==> config.mk <==
export PLATFORM = sky130hd
export DESIGN_NAME = acc_watch_unit
export DESIGN_NICKNAME = d
export VERILOG_FILES = /design/src/rtl/acc_watch_pkg.sv /design/src/rtl/acc_watch_match.sv /design/src/rtl/acc_watch_slot.sv /design/src/rtl/acc_watch_status.sv /design/src/rtl/acc_watch_unit.sv
export SDC_FILE = /design/constraint.sdc
export NUM_CORES = 1
export LEC_CHECK = 0
export BUFFER_PORTS_ARGS = -buffer_cell sky130_fd_sc_hd__buf_2
export CAP_MARGIN = 20
export CORE_ASPECT_RATIO = 2
export CORE_UTILIZATION = 59
export CTS_CLUSTER_DIAMETER = 60
export CTS_CLUSTER_SIZE = 20
export DETAILED_ROUTE_END_ITERATION = 6
export PLACE_DENSITY = 0.78
export SLEW_MARGIN = 30
export SYNTH_ARGS = -nofsm -noshare
export SYNTH_HDL_FRONTEND = slang
export SYNTH_SLANG_ARGS = --single-unit
==> constraint.sdc <==
create_clock -name clk -period 4.05 [get_ports clk]
set_input_delay 0.81 -clock clk [delete_from_list [all_inputs] [get_ports clk]]
set_output_delay 0.81 -clock clk [all_outputs]
set_load 0.01 [all_outputs]
==> src/rtl/acc_watch_pkg.sv <==
package acc_watch_pkg;

    // default geometry
    localparam int DEF_NUM_WP      = 4;
    localparam int DEF_ADDR_W      = 32;
    localparam int DEF_NUM_CLIENTS = 14;
    localparam int DEF_SIZE_W      = 3;
    localparam int DEF_DATA_W      = 32;

    // access kind is carried one-hot: bit 0 read, bit 1 write
    localparam int OP_W = 2;

    // per-watchpoint register window
    localparam int SLOT_REGS  = 8;
    localparam int SLOT_OFF_W = $clog2(SLOT_REGS);

    localparam logic [SLOT_OFF_W-1:0] OFF_LO_BOUND = 3'd0;
    localparam logic [SLOT_OFF_W-1:0] OFF_HI_BOUND = 3'd1;
    localparam logic [SLOT_OFF_W-1:0] OFF_OP_MASK  = 3'd2;
    localparam logic [SLOT_OFF_W-1:0] OFF_CL_MASK  = 3'd3;
    localparam logic [SLOT_OFF_W-1:0] OFF_REC_CL   = 3'd4;
    localparam logic [SLOT_OFF_W-1:0] OFF_REC_ADDR = 3'd5;
    localparam logic [SLOT_OFF_W-1:0] OFF_REC_INFO = 3'd6;
    localparam logic [SLOT_OFF_W-1:0] OFF_REARM    = 3'd7;

    // field positions inside the recorded-info word
    localparam int INFO_CL_LSB = 4;
    localparam int INFO_SZ_LSB = 8;

    // global registers follow the last watchpoint window
    localparam int GLB_REGS    = 4;
    localparam int GLB_EN_OFF  = 0;
    localparam int GLB_RAW_OFF = 1;
    localparam int GLB_MSK_OFF = 2;
    localparam int GLB_ACK_OFF = 3;

endpackage

==> src/rtl/acc_watch_match.sv <==
module acc_watch_match
    import acc_watch_pkg::*;
#(
    parameter int ADDR_W      = DEF_ADDR_W,
    parameter int NUM_CLIENTS = DEF_NUM_CLIENTS,
    parameter int CID_W       = $clog2(NUM_CLIENTS)
)(
    input  logic [ADDR_W-1:0]      lo_bound,
    input  logic [ADDR_W-1:0]      hi_bound,
    input  logic [OP_W-1:0]        op_mask,
    input  logic [NUM_CLIENTS-1:0] cl_mask,
    input  logic                   mon_valid,
    input  logic [ADDR_W-1:0]      mon_addr,
    input  logic [CID_W-1:0]       mon_client,
    input  logic                   mon_write,
    output logic                   hit,
    output logic [NUM_CLIENTS-1:0] cl_onehot,
    output logic [OP_W-1:0]        op_onehot
);

    logic in_window;
    logic client_ok;
    logic kind_ok;

    // client ID to one-hot; IDs past the last client give all zeros
    always_comb begin
        for (int c = 0; c < NUM_CLIENTS; c++) begin
            cl_onehot[c] = (mon_client == CID_W'(c));
        end
    end

    assign op_onehot = mon_write ? 2'b10 : 2'b01;

    assign in_window = (mon_addr >= lo_bound) && (mon_addr <= hi_bound);
    assign client_ok = |(cl_onehot & cl_mask);
    assign kind_ok   = |(op_onehot & op_mask);
    assign hit       = mon_valid && in_window && client_ok && kind_ok;

endmodule

==> src/rtl/acc_watch_slot.sv <==
module acc_watch_slot
    import acc_watch_pkg::*;
#(
    parameter int ADDR_W      = DEF_ADDR_W,
    parameter int NUM_CLIENTS = DEF_NUM_CLIENTS,
    parameter int CID_W       = $clog2(NUM_CLIENTS),
    parameter int SIZE_W      = DEF_SIZE_W,
    parameter int DATA_W      = DEF_DATA_W
)(
    input  logic                  clk,
    input  logic                  rst_n,
    input  logic                  wr_en,
    input  logic [SLOT_OFF_W-1:0] wr_off,
    input  logic [DATA_W-1:0]     wr_data,
    input  logic [SLOT_OFF_W-1:0] rd_off,
    output logic [DATA_W-1:0]     rd_data,
    input  logic                  mon_valid,
    input  logic [ADDR_W-1:0]     mon_addr,
    input  logic [CID_W-1:0]      mon_client,
    input  logic                  mon_write,
    input  logic [SIZE_W-1:0]     mon_size,
    output logic                  hit,
    output logic                  captured
);

    typedef struct packed {
        logic [ADDR_W-1:0]      lo_bound;
        logic [ADDR_W-1:0]      hi_bound;
        logic [OP_W-1:0]        op_mask;
        logic [NUM_CLIENTS-1:0] cl_mask;
        logic                   held;
        logic [NUM_CLIENTS-1:0] rec_cl;
        logic [ADDR_W-1:0]      rec_addr;
        logic [OP_W-1:0]        rec_op;
        logic [CID_W-1:0]       rec_first;
        logic [SIZE_W-1:0]      rec_size;
    } slot_state_t;

    slot_state_t s_d, s_q;

    logic [NUM_CLIENTS-1:0] cl_onehot;
    logic [OP_W-1:0]        op_onehot;
    logic                   rearm;

    acc_watch_match #(
        .ADDR_W      (ADDR_W),
        .NUM_CLIENTS (NUM_CLIENTS),
        .CID_W       (CID_W)
    ) u_match (
        .lo_bound   (s_q.lo_bound),
        .hi_bound   (s_q.hi_bound),
        .op_mask    (s_q.op_mask),
        .cl_mask    (s_q.cl_mask),
        .mon_valid  (mon_valid),
        .mon_addr   (mon_addr),
        .mon_client (mon_client),
        .mon_write  (mon_write),
        .hit        (hit),
        .cl_onehot  (cl_onehot),
        .op_onehot  (op_onehot)
    );

    assign rearm = wr_en && (wr_off == OFF_REARM);

    always_comb begin
        s_d = s_q;

        if (wr_en) begin
            case (wr_off)
                OFF_LO_BOUND: s_d.lo_bound = wr_data[ADDR_W-1:0];
                OFF_HI_BOUND: s_d.hi_bound = wr_data[ADDR_W-1:0];
                OFF_OP_MASK:  s_d.op_mask  = wr_data[OP_W-1:0];
                OFF_CL_MASK:  s_d.cl_mask  = wr_data[NUM_CLIENTS-1:0];
                default:      ;
            endcase
        end

        if (rearm) begin
            s_d.held      = 1'b0;
            s_d.rec_cl    = '0;
            s_d.rec_addr  = '0;
            s_d.rec_op    = '0;
            s_d.rec_first = '0;
            s_d.rec_size  = '0;
        end

        if (hit) begin
            if (!s_q.held || rearm) begin
                s_d.held      = 1'b1;
                s_d.rec_cl    = cl_onehot;
                s_d.rec_addr  = mon_addr;
                s_d.rec_op    = op_onehot;
                s_d.rec_first = mon_client;
                s_d.rec_size  = mon_size;
            end else begin
                s_d.rec_cl = s_q.rec_cl | cl_onehot;
            end
        end
    end

    always_ff @(posedge clk or negedge rst_n) begin
        if (!rst_n) begin
            s_q <= '0;
        end else begin
            s_q <= s_d;
        end
    end

    // readback
    always_comb begin
        rd_data = '0;
        case (rd_off)
            OFF_LO_BOUND: rd_data[ADDR_W-1:0]      = s_q.lo_bound;
            OFF_HI_BOUND: rd_data[ADDR_W-1:0]      = s_q.hi_bound;
            OFF_OP_MASK:  rd_data[OP_W-1:0]        = s_q.op_mask;
            OFF_CL_MASK:  rd_data[NUM_CLIENTS-1:0] = s_q.cl_mask;
            OFF_REC_CL:   rd_data[NUM_CLIENTS-1:0] = s_q.rec_cl;
            OFF_REC_ADDR: rd_data[ADDR_W-1:0]      = s_q.rec_addr;
            OFF_REC_INFO: begin
                rd_data[OP_W-1:0]               = s_q.rec_op;
                rd_data[INFO_CL_LSB +: CID_W]   = s_q.rec_first;
                rd_data[INFO_SZ_LSB +: SIZE_W]  = s_q.rec_size;
            end
            default: rd_data = '0;
        endcase
    end

    assign captured = s_q.held;

endmodule

==> src/rtl/acc_watch_status.sv <==
module acc_watch_status #(
    parameter int NUM_WP = 4
)(
    input  logic              clk,
    input  logic              rst_n,
    input  logic [NUM_WP-1:0] hit,
    input  logic              en_we,
    input  logic [NUM_WP-1:0] en_wdata,
    input  logic [NUM_WP-1:0] ack_clr,
    output logic [NUM_WP-1:0] raw,
    output logic [NUM_WP-1:0] en,
    output logic [NUM_WP-1:0] masked,
    output logic              irq
);

    typedef struct packed {
        logic [NUM_WP-1:0] raw;
        logic [NUM_WP-1:0] en;
    } st_state_t;

    st_state_t s_d, s_q;

    always_comb begin
        s_d = s_q;
        if (en_we) begin
            s_d.en = en_wdata;
        end
        // a new hit wins over an acknowledge in the same cycle
        s_d.raw = (s_q.raw & ~ack_clr) | hit;
    end

    always_ff @(posedge clk or negedge rst_n) begin
        if (!rst_n) begin
            s_q <= '0;
        end else begin
            s_q <= s_d;
        end
    end

    assign raw    = s_q.raw;
    assign en     = s_q.en;
    assign masked = s_q.raw & s_q.en;
    assign irq    = |masked;

endmodule

==> src/rtl/acc_watch_unit.sv <==
module acc_watch_unit
    import acc_watch_pkg::*;
#(
    parameter int NUM_WP      = DEF_NUM_WP,
    parameter int ADDR_W      = DEF_ADDR_W,
    parameter int NUM_CLIENTS = DEF_NUM_CLIENTS,
    parameter int SIZE_W      = DEF_SIZE_W,
    parameter int DATA_W      = DEF_DATA_W,
    localparam int CID_W      = $clog2(NUM_CLIENTS),
    localparam int REG_AW     = $clog2(NUM_WP * SLOT_REGS + GLB_REGS)
)(
    input  logic              clk,
    input  logic              rst_n,
    input  logic              reg_wr_en,
    input  logic [REG_AW-1:0] reg_addr,
    input  logic [DATA_W-1:0] reg_wdata,
    output logic [DATA_W-1:0] reg_rdata,
    input  logic              mon_valid,
    input  logic [ADDR_W-1:0] mon_addr,
    input  logic [CID_W-1:0]  mon_client,
    input  logic              mon_write,
    input  logic [SIZE_W-1:0] mon_size,
    output logic              irq
);

    localparam int IDX_W    = REG_AW - SLOT_OFF_W;
    localparam int GLB_BASE = NUM_WP * SLOT_REGS;

    localparam logic [REG_AW-1:0] A_EN  = REG_AW'(GLB_BASE + GLB_EN_OFF);
    localparam logic [REG_AW-1:0] A_RAW = REG_AW'(GLB_BASE + GLB_RAW_OFF);
    localparam logic [REG_AW-1:0] A_MSK = REG_AW'(GLB_BASE + GLB_MSK_OFF);
    localparam logic [REG_AW-1:0] A_ACK = REG_AW'(GLB_BASE + GLB_ACK_OFF);

    logic [NUM_WP-1:0] wp_sel;
    logic [NUM_WP-1:0] wp_hit;
    logic [NUM_WP-1:0] wp_captured;
    logic [DATA_W-1:0] wp_rd [NUM_WP];

    logic              en_we;
    logic [NUM_WP-1:0] st_ack;
    logic [NUM_WP-1:0] st_raw;
    logic [NUM_WP-1:0] st_en;
    logic [NUM_WP-1:0] st_masked;

    genvar gi;
    generate
        for (gi = 0; gi < NUM_WP; gi++) begin : g_wp
            assign wp_sel[gi] = (reg_addr[REG_AW-1:SLOT_OFF_W] == IDX_W'(gi));

            acc_watch_slot #(
                .ADDR_W      (ADDR_W),
                .NUM_CLIENTS (NUM_CLIENTS),
                .CID_W       (CID_W),
                .SIZE_W      (SIZE_W),
                .DATA_W      (DATA_W)
            ) u_slot (
                .clk        (clk),
                .rst_n      (rst_n),
                .wr_en      (reg_wr_en && wp_sel[gi]),
                .wr_off     (reg_addr[SLOT_OFF_W-1:0]),
                .wr_data    (reg_wdata),
                .rd_off     (reg_addr[SLOT_OFF_W-1:0]),
                .rd_data    (wp_rd[gi]),
                .mon_valid  (mon_valid),
                .mon_addr   (mon_addr),
                .mon_client (mon_client),
                .mon_write  (mon_write),
                .mon_size   (mon_size),
                .hit        (wp_hit[gi]),
                .captured   (wp_captured[gi])
            );
        end
    endgenerate

    assign en_we  = reg_wr_en && (reg_addr == A_EN);
    assign st_ack = (reg_wr_en && (reg_addr == A_ACK)) ? reg_wdata[NUM_WP-1:0] : '0;

    acc_watch_status #(
        .NUM_WP (NUM_WP)
    ) u_status (
        .clk      (clk),
        .rst_n    (rst_n),
        .hit      (wp_hit),
        .en_we    (en_we),
        .en_wdata (reg_wdata[NUM_WP-1:0]),
        .ack_clr  (st_ack),
        .raw      (st_raw),
        .en       (st_en),
        .masked   (st_masked),
        .irq      (irq)
    );

    always_comb begin
        reg_rdata = '0;
        for (int i = 0; i < NUM_WP; i++) begin
            if (wp_sel[i]) begin
                reg_rdata = wp_rd[i];
            end
        end
        if (reg_addr == A_EN) begin
            reg_rdata[NUM_WP-1:0] = st_en;
        end
        if (reg_addr == A_RAW) begin
            reg_rdata[NUM_WP-1:0] = st_raw;
        end
        if (reg_addr == A_MSK) begin
            reg_rdata[NUM_WP-1:0] = st_masked;
        end
    end

endmodule

==> impl_metrics.json, run 1 <==
{
  "status": "finished, violations left",
  "violations": "DRC, setup timing",
  "worstPathArrival_ns": 3.25,
  "grt_pass1_wl_um": 205000,
  "ys.flop_type": "dfrtp_1",
  "dr_total_vias": 29100,
  "io_pins": 115,
  "drt-pass1-iter-count": 7,
  "fin_area_mm2": 0.0367,
  "path_clk_slew_ns": 0.08,
  "core-area_mm2": 0.0553,
  "seq_area_frac_synth_pct": 42.0,
  "synth-seq-cells": 552,
  "dr.first_iter.drc_count": 3147,
  "overflow": 0,
  "layout-drive-gt1-share_pct": 20.0,
  "slew_headroom_pct": 30.6,
  "holdWs_ns": 0.191,
  "slowest_delay_ns": 0.79,
  "r2r_start": "g_wp[0].u_slot.s_q[135]",
  "die_x_um": 169,
  "path_buf_inv": 4,
  "r2r_slack_ns": 0.27,
  "setup_viol": 1,
  "wl_per_cell_um": 33.6,
  "yosysWarnings": 0,
  "fin_ws_ns": -0.0128,
  "first_global_vias": 30100,
  "fin_nets": 3770,
  "gp_congestion": 1.13,
  "cts_tree": "done",
  "hold_violations": 0,
  "grt_setup_unrepaired": "false",
  "grt_start_max_net_pins": 88,
  "cts_buffer_depth": 3,
  "grt_usage_pct": 51.2,
  "maxCapViolCount": 0,
  "num_rows": 122,
  "clock_skew_ns": 0.0253,
  "max-vdd-ir-drop_v": 0.000442,
  "dp.cells": 4133,
  "tightestPinTransition_ns": 1.03,
  "synth_area_per_cell_um2": 10.0,
  "initial_utilization_pct": 59.5,
  "netlist-cell-type-count": 81,
  "fin_crit_sh_pct": 100,
  "nFillCells": 4449,
  "antenna_found_initial": 18,
  "critPathLaunchType": "input pin",
  "synthArstFlopShare_pct": 100,
  "required_ns": 3.24,
  "placed_cell_area_mm2": 0.0356,
  "timing.critical_path.mode_cell": "buf_4",
  "power_mw": 14.1,
  "vias_per_cell": 6.94,
  "r2r-end": "g_wp[0].u_slot.s_q[48]",
  "dieHeight_um": 336,
  "fp.dieArea_mm2": 0.0568,
  "routed_wl_um": 141000,
  "antenna_left": 0,
  "cts_hold_buf": 0,
  "cp_slowest_cell": "a22oi_1",
  "area_delta_synth_final_pct": 11.6,
  "synth_area_mm2": 0.0329,
  "synthesis.nets": 3622,
  "cts_buffers": 36,
  "crit_chain": "buf_4 > and3b_1 > buf_4 > buf_4 > a22oi_1 > nand3_1 > a32o_1 > buf_2",
  "slew_violations": 0,
  "reg2reg_depth": 10,
  "crit_type": "in -> out",
  "io_buffers": 114,
  "p_leak_nw": 18.2,
  "crit_family": "compound AO/OA/AOI/OAI gates",
  "htreeDepth": 2,
  "fmax_ghz": 0.246,
  "worstPathMaxFanout": 11,
  "endpoint_kind": "output port",
  "synth_edf_count": 0,
  "post-route-util_pct": 66.4,
  "worst_hold_path_type": "in -> async",
  "period_needed_ns": 4.06,
  "final_cells": 4196,
  "cts_root_buffer": "clkbuf_16",
  "synth_cells": 3284,
  "power.density_mw_per_mm2": 386,
  "drc": 2,
  "dpl.hpwl_um": 103000,
  "clkSinkCount": 552,
  "crit_cells": 8,
  "clock_latency_ns": 0.62
}
## logic make-up after synthesis
kind of cell	count (synthesis)	synth area share, %
buffers and inverters	510	6.25
adder cells (fa/ha/maj)	256	9.74
multiplexers	522	17.3
flip-flops	552	42.0
AND/OR/NAND/NOR	698	9.79
AO/OA/AOI/OAI	746	14.9
## power by group
part           leakage, nW  internal (mW)  switching [mW]
Combinational         10.4           1.37            2.16
Clock                0.515           1.75            2.07
Sequential            7.30           6.15           0.659
Total                 18.2           9.27            4.88
## cell type report
class	instances	area [µm²]	area share, %
tap	744	931	2.54
multi-input combinational	2222	17100	46.7
sequential	552	13800	37.6
antenna	8	20.0	0.0545
clock inverter	11	116	0.317
clock buffer	39	933	2.54
timing repair buffer	318	2620	7.15
inverter	302	1130	3.09
## cells in the final DEF, fill, tap and decap left out, drive strengths merged, types with 11 or more instances in the layout
master   count
nand2b      13
nor2b       18
and3        13
o22ai       64
o2bb2ai     12
nand4       55
o211ai      15
nand2      374
a31oi       29
o21ai      164
buf        314
a221oi      31
nand3       85
a21oi      180
a2bb2o      11
a32o        17
ha         256
dfrtp      552
nor3        19
a2111oi     15
a22o        35
clkbuf      43
a22oi       76
nor2        70
mux2i      231
inv        301
a21o        33
mux2       282
## worst max-delay path by stage
stage / start / slack (ns) / to
floorplan: reg_addr[0] / 0.51 / reg_rdata[8]
global placement: mon_addr[31] / -0.16 / g_wp[0].u_slot.s_q[2]
detailed placement: mon_addr[31] / -0.25 / g_wp[0].u_slot.s_q[48]
CTS: reg_addr[1] / 0.008 / reg_rdata[2]
global route: reg_addr[2] / 0.04 / reg_rdata[3]
finish: reg_addr[2] / -0.01 / reg_rdata[3]
## through the flow
| stage | worst slack, ns | setup TNS (ns) |
|---|---|---|
| floorplan | 0.509 | 0 |
| global placement | -0.162 | -7.44 |
| CTS | 0.00813 | 0 |
| finish | -0.0128 | -0.0128 |
| global route | 0.0385 | 0 |
| detailed placement | -0.249 | -11.86 |
## repair_timing
| action | 4_1_cts | 5_1_grt |
|---|---|---|
| resized for setup | 0 | 2 |
| endpoints found under the setup margin | 0 | 4 |
| hold endpoints to repair | 0 | 0 |
| setup buffers | 0 | 2 |
## cells in the mapped netlist (all sizes together) (6+ instances only)
cell | instances | share of area, %
dfrtp | 552 | 42
nand2 | 374 | 4.3
inv | 300 | 3.4
mux2 | 282 | 9.7
ha | 256 | 9.7
mux2i | 231 | 7.0
a21oi | 180 | 2.7
o21ai | 164 | 2.5
clkbuf | 120 | 1.4
buf | 88 | 1.4
nand3 | 85 | 1.3
a22oi | 76 | 1.7
nor2 | 70 | 0.81
o22ai | 64 | 1.2
nand4 | 55 | 1.1
a22o | 35 | 0.93
a21o | 33 | 0.75
a221oi | 31 | 0.83
a31oi | 29 | 0.62
nor3 | 19 | 0.33
nor2b | 18 | 0.34
a32o | 17 | 0.52
a2111oi | 15 | 0.40
o211ai | 15 | 0.34
and3 | 13 | 0.25
nand2b | 13 | 0.25
o2bb2ai | 12 | 0.32
a2bb2o | 11 | 0.34
and2 | 10 | 0.19
nand3b | 10 | 0.23
a211oi | 9 | 0.21
mux4 | 9 | 0.62
nor4 | 9 | 0.17
a211o | 6 | 0.16
a311oi | 6 | 0.16
and4 | 6 | 0.17
o2111ai | 6 | 0.16
## routing by layer
| layer | global-route usage [%] | part of all wire (%) | up-vias |
|---|---|---|---|
| met5 | 1.04 | 0.13 | - |
| met4 | 58.5 | 14 | 18 |
| met3 | 15.2 | 8.8 | 852 |
| met2 | 81.3 | 46 | 1884 |
| met1 | 50.0 | 31 | 14300 |
| li1 | - | - | 12100 |
## state kept, by name (all words and copies together) (netlist names)
register,count
u_status.raw,4
g_wp.u_slot.captured,4
u_status.en,4
g_wp.u_slot.s_q,540
No activity file was read; power rests on OpenSTA's default activity.
==> run 2: changes to the inputs <==
Settings changed: CORE_UTILIZATION 59 to 50, PLACE_DENSITY 0.78 to 0.68.
==> impl_metrics.json, run 2 (synthesis gave the netlist of run 1 again) <==
{
  "path_buf_inv": 3,
  "dr.first_iter.drc_count": 3224,
  "worstPathArrival_ns": 3.27,
  "first_global_vias": 29300,
  "core-area_mm2": 0.0649,
  "cts_tree": "done",
  "hold_violations": 0,
  "status": "finished, violations left",
  "holdWs_ns": 0.0444,
  "crit_chain": "clkbuf_8 > buf_4 > mux2i_1 > nor2_1 > a21oi_1 > o22ai_1 > nand2_1 > o21ai_0 > a22o_1 > buf_2",
  "grt_setup_unrepaired": "false",
  "antenna_left": 0,
  "r2r-end": "g_wp[0].u_slot.s_q[16]",
  "critPathLaunchType": "input pin",
  "nFillCells": 5734,
  "reg2reg_depth": 10,
  "final_cell_mix": "552 x dfrtp_1, 368 x nand2_1, 300 x inv_1",
  "power_mw": 14.6,
  "fp.dieArea_mm2": 0.0669,
  "io_pins": 115,
  "grt_pass1_wl_um": 214000,
  "setup_viol": 1,
  "max-vdd-ir-drop_v": 0.000394,
  "crit_family": "simple AND/OR/NAND/NOR gates",
  "largest_register_ffs": 540,
  "dr_total_vias": 28900,
  "violations": "DRC, setup timing",
  "mostFrequentLayoutCell": "dfrtp_1",
  "period_needed_ns": 4.08,
  "grt_usage_pct": 45.7,
  "grt_start_max_net_pins": 93,
  "slew_headroom_pct": 24.2,
  "cts_buffer_depth": 3,
  "area_delta_synth_final_pct": 12.9,
  "vias_per_cell": 6.66,
  "dpl.hpwl_um": 110000,
  "cts_buffers": 38,
  "finalSetupTns_ns": -0.0306,
  "antenna_found_initial": 22,
  "worstPathMaxFanout": 15,
  "die_x_um": 183,
  "gp_congestion": 1.09,
  "fin_crit_sh_pct": 101,
  "drt-pass1-iter-count": 7,
  "drc": 14,
  "layout-drive-gt1-share_pct": 20.5,
  "p_leak_nw": 18.4,
  "clock_skew_ns": 0.0246,
  "dieHeight_um": 365,
  "io_buffers": 114,
  "cp_slowest_cell": "nor2_1",
  "post-route-util_pct": 57.2,
  "path_clk_slew_ns": 0.08,
  "clkSinkCount": 552,
  "clock_latency_ns": 0.62,
  "worst_hold_path_type": "in -> async",
  "slew_violations": 0,
  "endpoint_kind": "output port",
  "crit_type": "in -> out",
  "slowest_delay_ns": 0.86,
  "fin_ws_ns": -0.0306,
  "fmax_ghz": 0.245,
  "htreeDepth": 2,
  "num_rows": 132,
  "initial_utilization_pct": 50.7,
  "r2r_start": "g_wp[0].u_slot.s_q[114]",
  "wl_per_cell_um": 34.5,
  "r2r_slack_ns": 0.10,
  "fin_nets": 3778,
  "power.density_mw_per_mm2": 393,
  "cts_setup_buffers": 0,
  "required_ns": 3.24,
  "routed_wl_um": 150000,
  "maxCapViolCount": 0,
  "cts_root_buffer": "clkbuf_16",
  "overflow": 0,
  "place_ws_ns": -0.216,
  "registers.top_by_ff_count": "g_wp.u_slot.s_q",
  "tightestPinTransition_ns": 1.13
}
run 2: cell type report:
type / instances / area (µm²) / share of cell area [%]
Antenna cell: 8 / 20.0 / 0.0539
Timing Repair Buffer: 324 / 2660 / 7.17
Multi-Input combinational cell: 2222 / 17200 / 46.2
Clock inverter: 15 / 181 / 0.489
Inverter: 302 / 1130 / 3.05
Tap cell: 871 / 1090 / 2.94
Clock buffer: 46 / 1050 / 2.84
Sequential cell: 552 / 13800 / 37.2
run 2: worst max path at each step:
stage	startpoint	endpoint	slack, ns	cells past startpoint
global route	reg_addr[2]	reg_rdata[2]	0.004	10
CTS	reg_addr[0]	reg_rdata[12]	0.09	11
global placement	mon_addr[0]	g_wp[3].u_slot.s_q[13]	-0.97	14
floorplan	reg_addr[0]	reg_rdata[8]	0.51	9
finish	reg_addr[0]	reg_rdata[11]	-0.03	10
detailed placement	mon_addr[23]	g_wp[3].u_slot.s_q[4]	-0.22	11
run 2: metal layers:
| layer | share of wire (%) | vias to the layer above | track usage (%) |
|---|---|---|---|
| li1 | - | 12100 | - |
| met5 | 0.12 | - | 0 |
| met3 | 8.3 | 718 | 12.5 |
| met2 | 47 | 1661 | 74.0 |
| met4 | 13 | 26 | 48.0 |
| met1 | 32 | 14400 | 45.9 |
run 2: report_power, final:
group	internal, mW	switching [mW]
clock	2.03	2.21
sequential	6.15	0.712
combinational	1.36	2.14
run 2: metrics by stage:
step / cell area, µm² / std cells
after floorplan: 32900 / 3284
after global placement: 35800 / 4268
after detailed placement: 35800 / 4269
after CTS: 37000 / 4330
after global routing: 37100 / 4335
final: 37100 / 4340
run 2: repair_timing:
action,CTS,global route
gates resized for setup,0,4
endpoints found under the setup margin,0,4
hold buffers,0,0
